### config.mk
export PLATFORM = sky130hd
export DESIGN_NAME = synth_divchain
export DESIGN_NICKNAME = d
export VERILOG_FILES = /design/src/rtl/synth_divchain_pkg.sv /design/src/rtl/synth_divchain_prescale.sv /design/src/rtl/synth_divchain_fbdiv.sv /design/src/rtl/synth_divchain_outdiv.sv /design/src/rtl/synth_divchain_testmux.sv /design/src/rtl/synth_divchain.sv
export SDC_FILE = /design/constraint.sdc
export NUM_CORES = 1
export LEC_CHECK = 0
export CORE_MARGIN = 2
export CORE_UTILIZATION = 55
export CTS_BUF_LIST = sky130_fd_sc_hd__clkbuf_4 sky130_fd_sc_hd__clkbuf_8
export CTS_CLUSTER_SIZE = 10
export DETAILED_ROUTE_END_ITERATION = 8
export PLACE_DENSITY_LB_ADDON = 0.2
export SLEW_MARGIN = 40
export SYNTH_ARGS = -nofsm -noshare
export SYNTH_HDL_FRONTEND = slang
export SYNTH_SLANG_ARGS = --single-unit
### constraint.sdc
create_clock -name clk -period 1.9 [get_ports clk]
set_input_delay 0.19 -clock clk [delete_from_list [all_inputs] [get_ports clk]]
set_output_delay 0.19 -clock clk [all_outputs]
set_load 0.01 [all_outputs]
### src/rtl/synth_divchain_pkg.sv
package synth_divchain_pkg;

  typedef enum logic [2:0] {
    TM_SHIFT = 3'b000,
    TM_HIGH  = 3'b001,
    TM_REF   = 3'b010,
    TM_FB    = 3'b011,
    TM_OUT   = 3'b100,
    TM_LOW   = 3'b101,
    TM_SCAN  = 3'b110,
    TM_OUT4  = 3'b111
  } test_mode_e;

  localparam int OUT_CNT_W = 3;

  // ticks per half period minus one, per output divider code
  function automatic logic [OUT_CNT_W-1:0] half_len_m1(input logic [1:0] code);
    case (code)
      2'b00:   half_len_m1 = OUT_CNT_W'(1);
      2'b01:   half_len_m1 = OUT_CNT_W'(3);
      2'b10:   half_len_m1 = OUT_CNT_W'(7);
      default: half_len_m1 = OUT_CNT_W'(0);
    endcase
  endfunction

endpackage

### src/rtl/synth_divchain_prescale.sv
module synth_divchain_prescale #(
  parameter int CNT_W = 4
) (
  input  logic clk,
  input  logic rst_n,
  input  logic tick,
  output logic div_o
);
  localparam logic [CNT_W-1:0] LAST = {CNT_W{1'b1}};

  logic [CNT_W-1:0] cnt_q, cnt_d;
  logic             div_q, div_d;

  always_comb begin
    cnt_d = cnt_q;
    div_d = div_q;
    if (tick) begin
      cnt_d = cnt_q + 1'b1;
      if (cnt_q == LAST) div_d = ~div_q;
    end
  end

  always_ff @(posedge clk or negedge rst_n) begin
    if (!rst_n) begin
      cnt_q <= '0;
      div_q <= 1'b0;
    end else if (tick) begin
      cnt_q <= cnt_d;
      div_q <= div_d;
    end
  end

  assign div_o = div_q;
endmodule

### src/rtl/synth_divchain_fbdiv.sv
module synth_divchain_fbdiv #(
  parameter int M_W = 9
) (
  input  logic           clk,
  input  logic           rst_n,
  input  logic           tick,
  input  logic [M_W-1:0] m_val,
  output logic           half_o
);
  logic [M_W-1:0] cnt_q, cnt_d;
  logic           phase_q, phase_d;
  logic           half_q, half_d;
  logic [M_W-1:0] reload;
  logic           rise;
  logic           term;

  assign reload = (m_val == '0) ? '0 : m_val - 1'b1;
  assign rise   = tick && !phase_q;
  assign term   = rise && (cnt_q == '0);

  always_comb begin
    phase_d = phase_q;
    cnt_d   = cnt_q;
    half_d  = half_q;
    if (tick) phase_d = ~phase_q;
    if (term) begin
      cnt_d  = reload;
      half_d = ~half_q;
    end else if (rise) begin
      cnt_d = cnt_q - 1'b1;
    end
  end

  always_ff @(posedge clk or negedge rst_n) begin
    if (!rst_n) begin
      phase_q <= 1'b0;
      cnt_q   <= '0;
      half_q  <= 1'b0;
    end else if (tick) begin
      phase_q <= phase_d;
      cnt_q   <= cnt_d;
      half_q  <= half_d;
    end
  end

  assign half_o = half_q;
endmodule

### src/rtl/synth_divchain_outdiv.sv
module synth_divchain_outdiv
  import synth_divchain_pkg::*;
#(
  parameter int POST_W = 2
) (
  input  logic       clk,
  input  logic       rst_n,
  input  logic       tick,
  input  logic [1:0] n_code,
  output logic       out_o,
  output logic       post_o
);
  logic [OUT_CNT_W-1:0] cnt_q, cnt_d;
  logic                 out_q, out_d;
  logic [1:0]           nact_q, nact_d;
  logic [POST_W-1:0]    post_q, post_d;
  logic                 edge_hit;

  assign edge_hit = tick && (cnt_q == half_len_m1(nact_q));

  always_comb begin
    cnt_d  = cnt_q;
    out_d  = out_q;
    nact_d = nact_q;
    post_d = post_q;
    if (edge_hit) begin
      cnt_d = '0;
      out_d = ~out_q;
      if (!out_q) begin
        nact_d = n_code;
        post_d = post_q + 1'b1;
      end
    end else if (tick) begin
      cnt_d = cnt_q + 1'b1;
    end
  end

  always_ff @(posedge clk or negedge rst_n) begin
    if (!rst_n) begin
      cnt_q  <= '0;
      out_q  <= 1'b0;
      nact_q <= 2'b11;
      post_q <= '0;
    end else if (tick) begin
      cnt_q  <= cnt_d;
      out_q  <= out_d;
      nact_q <= nact_d;
      post_q <= post_d;
    end
  end

  assign out_o  = out_q;
  assign post_o = post_q[POST_W-1];
endmodule

### src/rtl/synth_divchain_testmux.sv
module synth_divchain_testmux
  import synth_divchain_pkg::*;
(
  input  test_mode_e mode,
  input  logic       shift_bit,
  input  logic       ref_div,
  input  logic       fb_half,
  input  logic       out_div,
  input  logic       out_div4,
  output logic       test_o
);
  always_comb begin
    case (mode)
      TM_SHIFT: test_o = shift_bit;
      TM_HIGH:  test_o = 1'b1;
      TM_REF:   test_o = ref_div;
      TM_FB:    test_o = fb_half;
      TM_OUT:   test_o = out_div;
      TM_LOW:   test_o = 1'b0;
      TM_SCAN:  test_o = fb_half;
      default:  test_o = out_div4;
    endcase
  end
endmodule

### src/rtl/synth_divchain.sv
module synth_divchain
  import synth_divchain_pkg::*;
#(
  parameter int M_W      = 9,
  parameter int REF_LOG2 = 4,
  parameter int POST_W   = 2
) (
  input  logic           clk,
  input  logic           rst_n,
  input  logic           vco_ce,
  input  logic           ref_ce,
  input  logic           sclk_ce,
  input  logic [M_W-1:0] m_val,
  input  logic [1:0]     n_code,
  input  logic [2:0]     t_code,
  input  logic           shift_out,
  output logic           test_out,
  output logic           main_out
);
  logic [1:0] rs_q;
  logic       core_rst_n;
  test_mode_e mode;
  logic       div_tick;
  logic       ref_div, fb_half, out_div, out_div4;

  always_ff @(posedge clk or negedge rst_n) begin
    if (!rst_n) rs_q <= 2'b00;
    else        rs_q <= {rs_q[0], 1'b1};
  end
  assign core_rst_n = rs_q[1];

  assign mode     = test_mode_e'(t_code);
  assign div_tick = (mode == TM_SCAN) ? sclk_ce : vco_ce;

  synth_divchain_prescale #(.CNT_W(REF_LOG2)) u_pre (
    .clk(clk), .rst_n(core_rst_n), .tick(ref_ce), .div_o(ref_div)
  );

  synth_divchain_fbdiv #(.M_W(M_W)) u_fb (
    .clk(clk), .rst_n(core_rst_n), .tick(div_tick), .m_val(m_val), .half_o(fb_half)
  );

  synth_divchain_outdiv #(.POST_W(POST_W)) u_out (
    .clk(clk), .rst_n(core_rst_n), .tick(div_tick), .n_code(n_code),
    .out_o(out_div), .post_o(out_div4)
  );

  synth_divchain_testmux u_mux (
    .mode(mode), .shift_bit(shift_out), .ref_div(ref_div), .fb_half(fb_half),
    .out_div(out_div), .out_div4(out_div4), .test_o(test_out)
  );

  assign main_out = out_div;
endmodule

**Yosys cells after proc, flatten, opt, wreduce, memory -nomap -nowiden**

Index checks and enable logic that the tools add are counted.

- Flip-flop bits (word level): 26
- Input bits: 20
- Output and inout port bits: 2
- Word-level logic and storage cells: 51

- Add/subtract/negate cells: 5
- Equal/unequal tests: 10
- Multiplexer cells: 7
- Bitwise gates (word level): 4
- Reduce and logical (&&, ||, !) cells: 15

Operators with widths:

| cell | number |
|---|---|
| two-way mux 9 bit | 3 |
| logical NOT 9 bit | 2 |
| subtractor 9 x 1 -> 9 bit (second input constant) | 2 |
| equality test 3 bit (second input constant) | 3 |
| one-hot mux 3 bit (3 select lines) | 1 |
| AND reduction 2 bit | 4 |
| equality test 3 x 2 -> 1 bit (second input constant) | 2 |
| one-hot mux 1 bit (6 select lines) | 1 |
| adder 4 x 1 -> 4 bit (second input constant) | 1 |
| equality test 4 bit (second input constant) | 1 |
| inverter 1 bit | 4 |
| adder 3 x 1 -> 3 bit (second input constant) | 1 |
| equality test 3 x 1 -> 1 bit (second input constant) | 1 |
| equality test 3 bit | 1 |
| logical AND 1 bit | 3 |
| logical NOT 3 bit | 1 |
| two-way mux 3 bit | 1 |
| AND reduction 3 bit | 1 |
| adder 2 x 1 -> 2 bit (second input constant) | 1 |
| equality test 2 x 1 -> 1 bit (second input constant) | 1 |
| equality test 2 bit (second input constant) | 1 |
| logical NOT 2 bit | 1 |
| nonzero test 2 bit | 1 |
| OR reduction 2 bit | 1 |
| 2 further kinds | 2 |

**Depth between registers and ports, before layout**

- Depth in word-level cells: 6
- Mapped depth: 6
- Depth with buffers taken out: 6

**Modules after synthesis**

Synthesis repeated with hierarchy kept, for this count alone.

- Cell total of the unflattened synthesis: 148
- Area total of the unflattened synthesis: 1516.5 µm²

Modules (own cells, without submodules):

| module | times used | cells an instance | area each (µm²) | seq. area each (µm²) |
|---|---|---|---|---|
| synth_divchain_fbdiv | 1 | 86 | 738.2 | 275.3 |
| synth_divchain_outdiv | 1 | 34 | 430.4 | 202.7 |
| synth_divchain_prescale | 1 | 14 | 200.2 | 125.1 |
| synth_divchain | 1 | 5 | 88.8 | 50.0 |
| synth_divchain_testmux | 1 | 9 | 58.8 | 0.0 |

**Worst setup path before layout**

Ideal clock, no wire load.

- Kind: register to register
- From: reg u_out.nact_q[0]
- To: reg u_out.nact_q[0]
- Library setup time: 0.082 ns
- Arrival: 1.753 ns
- Required time: 1.818 ns
- Path slack: 0.064 ns
- Stages on the path, launching flop included: 7
- Buffers on the path: 0
- Period minus slack after synthesis: 1.836 ns
- Path through: dfstp_2 inv_1 ha_1 xor2_1 nand3_1 nor3_2 mux2_2

- Word-level cells in the longest chain between the ends: 5
- Elaborated cells between the ends (all ways): 7
- Those cells by class: 3 x eq/ne; 1 x mux; 3 x reduce/logical

Ends and longest elaborated chain:

| what | RTL line | source |
|---|---|---|
| from (decl) | synth_divchain_outdiv.sv:15 | `logic [1:0] nact_q, nact_d;` |
| from (signal assigned) | synth_divchain_outdiv.sv:47 | `nact_q <= nact_d;` |
| equality test 2 bit, or another cell as far along | synth_divchain_pkg.sv:18 | `case (code)` |
| one-hot mux 3 bit (3 select lines) * | synth_divchain_pkg.sv:18 |  |
| equality test 3 bit * | synth_divchain_outdiv.sv:19 | `assign edge_hit = tick && (cnt_q == half_len_m1(nact_q));` |
| logical AND 1 bit * | synth_divchain_outdiv.sv:19 |  |
| AND reduction 3 bit (no line) * | n/a |  |

Every way passes the cells marked *; elsewhere a longest branch is shown, timed or not.
A chain may end at the register's enable or synchronous reset.

**Worst setup path after layout**

- From: reg u_out.nact_q[0]
- To: reg u_out.nact_q[1]

The elaborated chain is that of the path after synthesis.

==> impl_metrics.env <==
export IMPL_antenna_found_initial=0
export IMPL_r2r_start="u_out.nact_q[0]"
export IMPL_reg2reg_slack_ns=0.02
export IMPL_viasPerCell=5.70
export IMPL_slew_violations=0
export IMPL_worst_skew_pair_late_latency_ns=0.33
export IMPL_dieHeight_um=55.9
export IMPL_clockBufferDepth=2
export IMPL_clock_fmax_mhz=532
export IMPL_ant_nets=0
export IMPL_synth_seq_cells=26
export IMPL_rr_worst_depth=6
export IMPL_hpwlAfterDp_mm=2.35
export IMPL_rows=18
export IMPL_syn_inst=145
export IMPL_dpl_cell_count=216
export IMPL_drive_gt1_share_pct=26.6
export IMPL_placed_area_um2=1880
export IMPL_p_sw_share_pct=39.2
export IMPL_die_area_um2=3130
export IMPL_period_needed_ns=1.88
export IMPL_core_area_um2=2520
export IMPL_cts_tree="yes"
export IMPL_grt_pass1_wl_mm=5.24
export IMPL_holdCritPathClass="register to asynchronous set/reset pin"
export IMPL_synth_area_um2=1480
export IMPL_dpl_worst_slack_ns=-0.376
export IMPL_worst_r2r_endpoint="u_out.nact_q[1]"
export IMPL_syn_nets=171
export IMPL_grt_max_degree=25
export IMPL_endpoint_kind="register"
export IMPL_dr_pass1_iters=4
export IMPL_p_seq_share_pct=43.3
export IMPL_grt_pass1_vias=1263
export IMPL_synth_distinct_cells=41
export IMPL_power_switching_mw=1.03
export IMPL_drt_iter0_drc=28
export IMPL_grtUsageTotal_pct=21.1
export IMPL_final_nets=219
export IMPL_internal_power_mw=1.59
export IMPL_critical_path_startpoint_type="register"
export IMPL_portBuffers=21
export IMPL_finalSetupViolCount=0
export IMPL_cts_sinks=26
export IMPL_routedWlPerCell_um=14.4
export IMPL_avgSynthCellArea_um2=10.2
export IMPL_grt_ovfl_total=0
export IMPL_drc=0
export IMPL_vias=1265
export IMPL_hold_violations=0
export IMPL_io_pins=22
export IMPL_fin_crit_sh_pct=98.8
export IMPL_synth_warnings=0
export IMPL_fin_ws_ns=0.0219
export IMPL_routed_wl_mm=3.19
export IMPL_fin_area_um2=2040
export IMPL_crit_fanout=4
export IMPL_finalNonFillerCells=222
export IMPL_initial_utilization_pct=58.8
export IMPL_path_class="register to register"
export IMPL_place_congestion=0.800
export IMPL_irDropWorstVdd_v=0.00126
export IMPL_status="complete, no violations"
export IMPL_p_comb_share_pct=46.9
export IMPL_die_x_um=55.9
export IMPL_crit_required_ns=2.16
export IMPL_path_clk_slew_ns=0.14
export IMPL_cts_buffers=3
export IMPL_power_density_nw_per_um2=1280
export IMPL_cp_arrival_ns=2.14
export IMPL_area_growth_pct=37.7
export IMPL_finClkSkew_ns=0.00856
export IMPL_power_mw=2.62
export IMPL_maxCapViolCount=0
export IMPL_ys_seq_area_share_pct=44.0
export IMPL_cts_htree_levels=1
export IMPL_p_leak_nw=0.838
export IMPL_cts_root_buf="clkbuf_4"
export IMPL_pwr_share_clk_pct=9.8
export IMPL_antenna_cells=0
-- final cells by class --
| cell class | count | area [um^2] |
|---|---|---|
| multi-input combinational | 110 | 907 |
| sequential | 26 | 654 |
| fill | 163 | 479 |
| timing repair buffer | 44 | 384 |
| tap | 30 | 37.5 |
| clock buffer | 4 | 30.0 |
| inverter | 8 | 30.0 |
-- cells in the final DEF, fill, tap and decap left out, types with 5 or more instances in the layout --
master | synthesis | routed
a21oi_1 | 5 | 5
buf_4 | 0 | 22
clkdlybuf4s50_1 | 0 | 20
dfrtp_1 | 24 | 23
inv_1 | 8 | 6
nand2_1 | 9 | 9
nor2_1 | 6 | 5
o21ai_0 | 13 | 13
xor2_1 | 11 | 9
-- Yosys cell counts --
cell type / count / share of area, %
xor2_1: 11 / 6.5
dfstp_2: 2 / 3.5
nand2b_1: 4 / 1.7
nand2_1: 9 / 2.3
o211ai_1: 3 / 1.5
a211oi_1: 1 / 0.51
o41ai_1: 3 / 1.8
a21oi_1: 5 / 1.7
o31ai_1: 1 / 0.51
nor3_1: 2 / 0.67
nor2b_1: 2 / 0.84
inv_1: 8 / 2.0
or4b_1: 1 / 0.67
or3_1: 1 / 0.42
nor4_2: 1 / 0.84
o21ai_0: 13 / 4.4
xnor2_1: 5 / 3.0
nand3b_1: 2 / 1.0
nor4b_1: 1 / 0.59
nand4b_1: 1 / 0.59
nor4b_2: 1 / 1.0
nand3_1: 3 / 1.0
or2_2: 1 / 0.42
a31oi_1: 4 / 1.7
mux2i_1: 3 / 2.0
nor2_1: 6 / 1.5
and3b_1: 1 / 0.59
ha_1: 6 / 5.1
mux2_1: 1 / 0.76
and2_1: 1 / 0.42
mux2_2: 4 / 3.0
a311oi_1: 2 / 1.2
or4_1: 3 / 1.5
nor4_1: 2 / 0.84
or4b_4: 1 / 0.93
nor3_2: 1 / 0.67
o22ai_1: 1 / 0.42
dfrtp_1: 24 / 40
buf_2: 1 / 0.34
nand4_1: 2 / 0.84
conb_1: 1 / 0.25
-- power by group through the flow --
stage               registers [mW]  clock network, mW  logic, mW
global placement              1.07                  0      0.945
detailed placement            1.09                  0      0.988
finish                        1.13              0.257       1.23
CTS                           1.08              0.261       1.02
floorplan                     1.04                  0      0.651
global route                  1.17              0.286       1.36
-- layer usage --
metal  vias up  routed length (um)  track usage, %
met5         -                   0               0
met4         0                  83            9.86
met3         7                 115            3.02
met2        28                1650            39.5
met1       597                1340            23.4
li1        633                   -               -
-- through the flow --
stage	setup TNS (ns)	util [%]	hold WS [ns]
6_report	0	81.0	0.228
5_1_grt	-0.0181	81.0	0.267
4_1_cts	0	76.8	0.246
3_5_place_dp	-2.21	74.7	0.234
3_3_place_gp	-1.76	74.7	0.217
2_1_floorplan	0	-	-0.106
-- repair_timing --
item | in CTS | in global routing
gates resized for setup | 4 | 16
buffers inserted | 0 | 1
pin swaps | 1 | 5
hold buffers | 1 | 0
endpoints found under the hold margin | 2 | 0
endpoints found under the setup margin | 4 | 8
-- registers in the layout (all words and copies together) (netlist names) --
signal / flops
u_out.cnt_q: 3
u_pre.div_o: 1
u_out.out_o: 1
u_out.post_q: 2
u_pre.cnt_q: 4
u_fb.phase_q: 1
u_out.nact_q: 2
u_fb.half_o: 1
rs_q: 2
u_fb.cnt_q: 9
-- critical path: stages (launching register included) --
cell and delay [ns]:
dfstp_2 0.55, inv_1 0.07, ha_4 0.29, xor2_4 0.18, nand3_4 0.12, nor3_4 0.23
mux2_2 0.37
-- how the worst max path moves through the flow --
| stage | slack [ns] | start | depth (start not counted) | end |
|---|---|---|---|---|
| 2_1_floorplan | 0.06 | u_out.nact_q[0] | 6 | u_out.nact_q[0] |
| 3_5_place_dp | -0.38 | m_val[0] | 7 | u_fb.cnt_q[6] |
| 4_1_cts | 0.007 | u_out.nact_q[0] | 6 | u_out.post_q[1] |
| 3_3_place_gp | -0.27 | m_val[0] | 7 | u_fb.cnt_q[6] |
| 6_report | 0.02 | u_out.nact_q[0] | 6 | u_out.nact_q[1] |
| 5_1_grt | -0.02 | u_out.nact_q[0] | 6 | u_out.nact_q[1] |
-- cells by family after synthesis --
family          after synthesis  synth area share, %
simple gates                 46                 19.4
compound gates               33                 13.7
flops                        26                 44.0
xor+xnor                     16                 9.44
buf+inv                       9                 2.36
mux                           8                 5.82
fa+ha+maj                     6                 5.06
other cells                   1                0.253
(Power assumes the default switching activity.)
